===== src/rtl/ccs_pkg.sv =====
package ccs_pkg;
    localparam int CFG_W    = 9;
    localparam int NCH      = 3;
    localparam int IDX_W    = $clog2(NCH);
    localparam int FLD_W    = 4;
    localparam int DIR_BIT  = 7;
    localparam int ENR_BIT  = 6;
    localparam int ENB_BIT  = 4;
    localparam logic [CFG_W-1:0] RSV_MASK  = 9'h10F;
    localparam logic [CFG_W-1:0] CFG_PWRON = 9'h0C0;

    typedef enum logic [IDX_W-1:0] {
        CH_RED = 2'd0,
        CH_GRN = 2'd1,
        CH_BLU = 2'd2
    } chan_e;

    // stored functional field: direction and the three enables
    typedef struct packed {
        logic fwd;
        logic en_r;
        logic en_g;
        logic en_b;
    } field_t;

    // normalised mode: en[0] red, en[1] green, en[2] blue
    typedef struct packed {
        logic           fwd;
        logic [NCH-1:0] en;
    } mode_t;
endpackage


===== src/rtl/ccs_cfg_store.sv =====
module ccs_cfg_store
    import ccs_pkg::*;
#(
    parameter int                 W       = CFG_W,
    parameter logic [CFG_W-1:0]   RST_VAL = CFG_PWRON,
    parameter logic [CFG_W-1:0]   RSV     = RSV_MASK
) (
    input  logic         clk,
    input  logic         rst,
    input  logic         wr_en,
    input  logic [W-1:0] wr_data,
    input  logic         restart,
    output field_t       pend_o,
    output field_t       act_o,
    output logic         err_o
);
    localparam field_t FLD_RST = field_t'(RST_VAL[DIR_BIT:ENB_BIT]);

    field_t pend_q, act_q;
    logic   err_q;
    field_t wr_fld;
    logic   wr_bad;

    always_comb begin
        wr_fld = field_t'(wr_data[DIR_BIT:ENB_BIT]);
        wr_bad = |(wr_data & RSV);
    end

    always_ff @(posedge clk) begin
        if (rst) begin
            pend_q <= FLD_RST;
            act_q  <= FLD_RST;
            err_q  <= 1'b0;
        end else begin
            if (wr_en) begin
                pend_q <= wr_fld;
                err_q  <= wr_bad;
            end
            if (restart) begin
                act_q <= pend_q;
            end
        end
    end

    assign pend_o = pend_q;
    assign act_o  = act_q;
    assign err_o  = err_q;

    AST_ACT_ONLY_AT_RESTART: assert property (@(posedge clk) disable iff (rst)
        !restart |=> $stable(act_q));
    AST_ERR_RAISE: assert property (@(posedge clk) disable iff (rst)
        (wr_en && ((wr_data & RSV) != '0)) |=> err_q);
    AST_ERR_CLEAR: assert property (@(posedge clk) disable iff (rst)
        (wr_en && ((wr_data & RSV) == '0)) |=> !err_q);
    AST_ERR_STICKY: assert property (@(posedge clk) disable iff (rst)
        !wr_en |=> $stable(err_q));
endmodule


===== src/rtl/ccs_mode_decode.sv =====
module ccs_mode_decode
    import ccs_pkg::*;
#(
    parameter int N = NCH
) (
    input  field_t fld_i,
    output mode_t  mode_o
);
    logic [N-1:0] raw;

    always_comb begin
        raw = {fld_i.en_b, fld_i.en_g, fld_i.en_r};
        mode_o.fwd = fld_i.fwd;
        // none or all enabled selects the full three-channel walk
        if (raw == '0 || raw == '1) begin
            mode_o.en = '1;
        end else begin
            mode_o.en = raw;
        end
    end
endmodule


===== src/rtl/ccs_chan_fsm.sv =====
module ccs_chan_fsm
    import ccs_pkg::*;
#(
    parameter int N = NCH,
    parameter int IW = IDX_W
) (
    input  logic          clk,
    input  logic          rst,
    input  logic          restart,
    input  logic          advance,
    input  mode_t         act_mode_i,
    input  mode_t         nxt_mode_i,
    output logic [N-1:0]  sel_o,
    output logic [IW-1:0] idx_o
);
    chan_e state_q, state_d;

    function automatic chan_e first_of(input mode_t m);
        if (m.fwd) begin
            if (m.en[0])      return CH_RED;
            else if (m.en[1]) return CH_GRN;
            else              return CH_BLU;
        end else begin
            if (m.en[2])      return CH_BLU;
            else if (m.en[1]) return CH_GRN;
            else              return CH_RED;
        end
    endfunction

    function automatic chan_e step_of(input chan_e s, input mode_t m);
        chan_e r;
        r = s;
        unique case (s)
            CH_RED: begin
                if (m.fwd) r = m.en[1] ? CH_GRN : (m.en[2] ? CH_BLU : CH_RED);
                else       r = m.en[2] ? CH_BLU : (m.en[1] ? CH_GRN : CH_RED);
            end
            CH_GRN: begin
                if (m.fwd) r = m.en[2] ? CH_BLU : (m.en[0] ? CH_RED : CH_GRN);
                else       r = m.en[0] ? CH_RED : (m.en[2] ? CH_BLU : CH_GRN);
            end
            CH_BLU: begin
                if (m.fwd) r = m.en[0] ? CH_RED : (m.en[1] ? CH_GRN : CH_BLU);
                else       r = m.en[1] ? CH_GRN : (m.en[0] ? CH_RED : CH_BLU);
            end
            default: r = CH_RED;
        endcase
        return r;
    endfunction

    // transition selection: restart > advance > hold
    always_comb begin
        if (restart) begin
            state_d = first_of(nxt_mode_i);
        end else if (advance) begin
            state_d = step_of(state_q, act_mode_i);
        end else begin
            state_d = state_q;
        end
    end

    always_ff @(posedge clk) begin
        if (rst) state_q <= CH_RED;
        else     state_q <= state_d;
    end

    always_comb begin
        sel_o = '0;
        idx_o = '0;
        unique case (state_q)
            CH_RED: begin sel_o = 3'b001; idx_o = 2'd0; end
            CH_GRN: begin sel_o = 3'b010; idx_o = 2'd1; end
            CH_BLU: begin sel_o = 3'b100; idx_o = 2'd2; end
            default: begin sel_o = 3'b001; idx_o = 2'd0; end
        endcase
    end

    AST_SEL_ONEHOT: assert property (@(posedge clk) disable iff (rst)
        $countones(sel_o) == 1);
    AST_IDLE_HOLD: assert property (@(posedge clk) disable iff (rst)
        (!restart && !advance) |=> $stable(state_q));
    AST_RESTART_ENABLED: assert property (@(posedge clk) disable iff (rst)
        restart |=> act_mode_i.en[state_q]);
    AST_SINGLE_STILL: assert property (@(posedge clk) disable iff (rst)
        (!restart && advance && $countones(act_mode_i.en) == 1) |=> $stable(state_q));
    AST_ADV_MOVES_3CH: assert property (@(posedge clk) disable iff (rst)
        (!restart && advance && act_mode_i.en == 3'b111) |=> !$stable(state_q));
endmodule


===== src/rtl/color_chan_seq.sv =====
module color_chan_seq
    import ccs_pkg::*;
(
    input  logic             clk,
    input  logic             rst,
    input  logic             cfg_wr,
    input  logic [CFG_W-1:0] cfg_data,
    input  logic             pix_restart,
    input  logic             smp_adv,
    output logic [NCH-1:0]   ch_sel,
    output logic [IDX_W-1:0] ch_idx,
    output logic             cfg_err
);
    field_t pend_fld, act_fld;
    mode_t  pend_mode, act_mode;

    ccs_cfg_store #(.W(CFG_W), .RST_VAL(CFG_PWRON), .RSV(RSV_MASK)) u_cfg (
        .clk     (clk),
        .rst     (rst),
        .wr_en   (cfg_wr),
        .wr_data (cfg_data),
        .restart (pix_restart),
        .pend_o  (pend_fld),
        .act_o   (act_fld),
        .err_o   (cfg_err)
    );

    ccs_mode_decode #(.N(NCH)) u_dec_pend (
        .fld_i  (pend_fld),
        .mode_o (pend_mode)
    );

    ccs_mode_decode #(.N(NCH)) u_dec_act (
        .fld_i  (act_fld),
        .mode_o (act_mode)
    );

    ccs_chan_fsm #(.N(NCH), .IW(IDX_W)) u_fsm (
        .clk        (clk),
        .rst        (rst),
        .restart    (pix_restart),
        .advance    (smp_adv),
        .act_mode_i (act_mode),
        .nxt_mode_i (pend_mode),
        .sel_o      (ch_sel),
        .idx_o      (ch_idx)
    );
endmodule


===== config.mk =====
export PLATFORM = sky130hd
export DESIGN_NAME = color_chan_seq
export DESIGN_NICKNAME = d
export VERILOG_FILES = /design/src/rtl/ccs_pkg.sv /design/src/rtl/ccs_cfg_store.sv /design/src/rtl/ccs_mode_decode.sv /design/src/rtl/ccs_chan_fsm.sv /design/src/rtl/color_chan_seq.sv
export SDC_FILE = /design/constraint.sdc
export NUM_CORES = 1
export LEC_CHECK = 0
export ABC_AREA = 0
export BUFFER_PORTS_ARGS = -buffer_cell sky130_fd_sc_hd__buf_4
export CORE_MARGIN = 4
export CORE_UTILIZATION = 48
export DETAILED_ROUTE_END_ITERATION = 12
export GPL_ROUTABILITY_DRIVEN = 0
export PLACE_DENSITY = 0.76
export REMOVE_ABC_BUFFERS = 1
export SYNTH_ARGS = -nofsm -noshare
export SYNTH_HDL_FRONTEND = slang
export SYNTH_SLANG_ARGS = --single-unit
export TNS_END_PERCENT = 20

===== constraint.sdc =====
create_clock -name clk -period 1.5 [get_ports clk]
set_input_delay 0.3 -clock clk [delete_from_list [all_inputs] [get_ports clk]]
set_output_delay 0.3 -clock clk [all_outputs]
set_load 0.02 [all_outputs]

== After elaboration in Yosys (flattened, before gate mapping) ==
Cells that the tools add are included.
Cells by class
  multiplexer cells: 27
  reductions and logical operators: 7
  eq/ne operators: 4
Operator list (number)
  2-bit two-way mux: 19
  3-bit == test (second input constant): 2
  3-bit logical NOT: 2
  3-bit two-way mux: 2
  2-bit case mux with 3 select lines: 1
  3-bit case mux with 2 select lines: 1
  5-bit OR reduction: 1
  2-bit case mux with 2 select lines: 1
  1-bit two-way mux: 3
  2-bit by 1-bit == test with 1-bit output (second input constant): 1
  2-bit == test (second input constant): 1
  2-bit logical NOT: 1
  1-bit logical OR: 2
  2-bit nonzero test: 1
Word-level totals
  logic and storage cells: 48
  flip-flop bits (word level): 11
  output and inout port bits: 6

== Depth between registers and ports, before layout ==
  word-level depth: 9
  gate-level depth with buffers: 6
  mapped depth without buffers: 6

== Hierarchy ==
Synthesis repeated with hierarchy kept, for this count alone.
Second synthesis, totals
  cell total of the unflattened synthesis: 78
  area total of the unflattened synthesis: 706.9 um^2
By module, submodules not included
  ccs_cfg_store: area an instance 355.3 um^2, cells each 31, instances 1
  ccs_chan_fsm: area an instance 291.5 um^2, cells each 39, instances 1
  ccs_mode_decode: area an instance 30.0 um^2, cells each 4, instances 2

== Worst setup path before layout ==
Ideal clock, no wire load.
  kind: reg-to-reg
  start point: register u_fsm.state_q[0]
  end point: register u_fsm.state_q[1]
  stages on the path, launching flop included: 7
  arrival: 1.341 ns
  library setup time: 0.120 ns
  clock period less this slack: 1.460 ns
  path slack: 0.040 ns
  cells stage by stage: dfxtp_1 inv_1 ha_1 nor2b_1 o21ai_1 a31oi_1 o31a_1
On the way
  cells in the longest elaborated chain, start to end: 4
RTL lines
  start: declaration: line ccs_chan_fsm.sv:16  | chan_e state_q, state_d;
  start signal: assignment: line ccs_chan_fsm.sv:64  | else state_q <= state_d;
  2-bit == test, or another cell as far along: line ccs_chan_fsm.sv:33  | unique case (s)
  2-bit case mux with 3 select lines (*): line ccs_chan_fsm.sv:33
  2-bit two-way mux (*): line ccs_chan_fsm.sv:55  | end else if (advance) begin
  2-bit two-way mux (*): line ccs_chan_fsm.sv:53  | if (restart) begin
Every way passes the cells marked *; elsewhere a longest branch is shown, timed or not. The select of a mux whose other input is x is not followed.
A chain may end at the register's enable or synchronous reset.

== Final worst setup path ==
  start point: register u_fsm.state_q[0]
  end point: output port ch_sel[0]
On the way
  cells in the longest elaborated chain, start to end: 2
RTL lines
  2-bit == test or 2-bit by 1-bit == test with 1-bit output (tied branches): line ccs_chan_fsm.sv:70  | unique case (state_q)
  3-bit case mux with 2 select lines (*): line ccs_chan_fsm.sv:70
  end: declaration: line color_chan_seq.sv:10  | output logic [NCH-1:0] ch_sel,
Every way passes the cells marked *; elsewhere a longest branch is shown, timed or not.

==> results.sh <==
export IMPL_cts_made_buffers=3
export IMPL_htree_levels=1
export IMPL_clk_latency_ns=0.26
export IMPL_dieArea_um2=1980
export IMPL_first_global_vias=594
export IMPL_antennaDiodeCount=0
export IMPL_coreArea_um2=1190
export IMPL_worst_setup_path_type="flip-flop to primary output"
export IMPL_syn_area_um2=639
export IMPL_holdCritPathClass="primary input to flip-flop"
export IMPL_rows=12
export IMPL_drtIter0Drc=8
export IMPL_tightestPinTransition_ns=0.386
export IMPL_tritoncts="built"
export IMPL_seqCellArea_um2=223
export IMPL_clkTransAtPathRegs_ns=0.07
export IMPL_cts_root_buf="clkbuf_4"
export IMPL_timing_final_crit_share=0.964
export IMPL_num_vias=575
export IMPL_slew_headroom=0.740
export IMPL_holdBufCountCts=0
export IMPL_port_buffers=19
export IMPL_ys_ff_latch=11
export IMPL_drc=0
export IMPL_crit_path_end_kind="primary output"
export IMPL_drive_gt1_frac=0.304
export IMPL_grt_pass1_wl_um=2370
export IMPL_cp_arrival_ns=1.15
export IMPL_multiInputGateArea_um2=375
export IMPL_outcome="complete, no violations"
export IMPL_whs_ns=0.248
export IMPL_path_max_fanout=3
export IMPL_start_util=0.539
export IMPL_die_h_um=44.5
export IMPL_yosysTopAreaCellShare=0.344
export IMPL_rsz0062_at_grt="yes"
export IMPL_final_cell_mix="buf_4 (19), nor2_1 (9), dfxtp_1 (9)"
export IMPL_min_period_ns=1.45
export IMPL_grt_max_degree=12
export IMPL_yosysSeqAreaShare=0.344
export IMPL_yosysWarnings=0
export IMPL_grt_antenna_before_repair=0
export IMPL_layout_commonest_cell="buf_4"
export IMPL_p_leak_nw=0.383
export IMPL_netlist_instances=73
export IMPL_crit_buf_inv=3
export IMPL_ios=20
export IMPL_crit_chain="inv_2, ha_1, inv_1, buf_6"
export IMPL_start_kind="flip-flop"
export IMPL_syn_to_final_growth_pct=26.8
export IMPL_finalNetCount=111
export IMPL_synthTopCellsByArea="dfxtp_1 (34%), mux2i_1 (9.4%), ha_1 (7.8%), nor2b_1 (5.9%), a211o_1 (5.5%)"
export IMPL_drt_pass1_iter_count=4
export IMPL_ant_nets=0
export IMPL_slew_violations=0
export IMPL_avgSynthCellArea_um2=8.76
export IMPL_finalSetupViolations=0
export IMPL_grt_ovfl_total=0
export IMPL_wl_um=1430
export IMPL_dp_hpwl_um=1120
export IMPL_detail_route_wl_per_cell_um=13.5
export IMPL_ir_worst_vdd_mv=0.567
export IMPL_slowest_delay_ns=0.35
export IMPL_synth_cell_types=25
export IMPL_fillCellCount=112
export IMPL_path_delay_family="flip-flops"
export IMPL_post_cts_buffers=0
export IMPL_synth_area_leader_cell="dfxtp_1"
export IMPL_cp_slowest_cell="dfxtp_2"
export IMPL_die_w_um=44.5
export IMPL_clock_path_buffers=2
export IMPL_grt_util_all_layers=0.160
export IMPL_fmax_ghz=0.692
export IMPL_power_density_nw_per_um2=842
export IMPL_final_hold_violation_count=0
export IMPL_maxCapViolCount=0
export IMPL_cts_sinks=11
export IMPL_crit_required_ns=1.20
export IMPL_viasPerCell=5.42
export IMPL_final_util=0.684
export IMPL_finClkSkew_ns=0.00284
-- stage by stage --
step                      instance area [um2]  std cells  worst slack (ns)  power (mW)  TNS, ns
after global placement                    776        102            0.0933       0.484        0
after floorplan                           608         68           -0.0568       0.416  -0.0568
after detailed placement                  776        102            0.0193       0.491        0
after CTS                                 803        106            0.0252       0.684        0
after global routing                      811        106           -0.0518       0.732  -0.0756
final                                     811        106            0.0539       0.683        0
-- kinds of logic (layout without fill, tap and decap cells) --
kind of cell               Yosys count  in the layout  synth area share
DFF                                 11             11             0.344
AOI/OAI and AO/OA                   17             17             0.200
muxes                                6              6            0.0939
and+or+nand+nor                     26             26             0.211
buffers and inverters                9             28            0.0724
adders and majority gates            4              4            0.0783
-- path summary, 6_finish.rpt --
kind / start / depth (start not counted) / slack [ns] / to
setup / recovery: u_fsm.state_q[0] / 4 / 0.05 / ch_sel[0]
hold / removal: cfg_data[7] / 2 / 0.25 / u_cfg.pend_o[3]
setup reg to reg: u_fsm.state_q[1] / 6 / 0.09 / u_fsm.state_q[1]
hold reg to reg: u_cfg.err_o / 2 / 0.49 / u_cfg.err_o
-- where the power goes --
part           switching [mW]  internal (mW)
Clock                  0.0901          0.103
Sequential             0.0204          0.311
Combinational          0.0760         0.0828
Total                   0.186          0.496
-- per-layer routing --
layer | track usage | wire length [um]
met2 | 0.295 | 759
met4 | 0.0723 | 36
met3 | 0.0488 | 65
met5 | 0 | 0
met1 | 0.161 | 571
-- flip-flops by register name, indices dropped and copies added (netlist names) --
signal,count
u_fsm.state_q,2
u_cfg.act_o,4
u_cfg.err_o,1
u_cfg.pend_o,4
-- cell type report --
cell class | count | share of cell area
well taps | 14 | 0.0216
inverters | 4 | 0.0185
multi-input cells | 53 | 0.463
repair buffers | 20 | 0.190
flip-flops and latches | 11 | 0.275
clock buffers | 4 | 0.0324
-- synthesized netlist by cell type --
library cell   n
dfxtp_1       11
nor2_1         9
mux2i_1        6
nor2b_1        6
a211o_1        4
ha_1           4
inv_1          4
a31oi_1        3
buf_4          3
nand2_1        3
nor3_1         3
a21oi_1        2
nand2b_1       2
o21ai_0        2
a21boi_1       1
a221oi_2       1
buf_2          1
clkbuf_1       1
o211a_1        1
o21ai_1        1
o31a_1         1
o31ai_1        1
or3_1          1
or3b_1         1
or4b_1         1
-- what timing repair did --
item,in CTS,in global routing
pin swaps,0,1
setup endpoints to repair,1,3
gates resized for setup,1,4
Power figures use the tool's default switching activity.
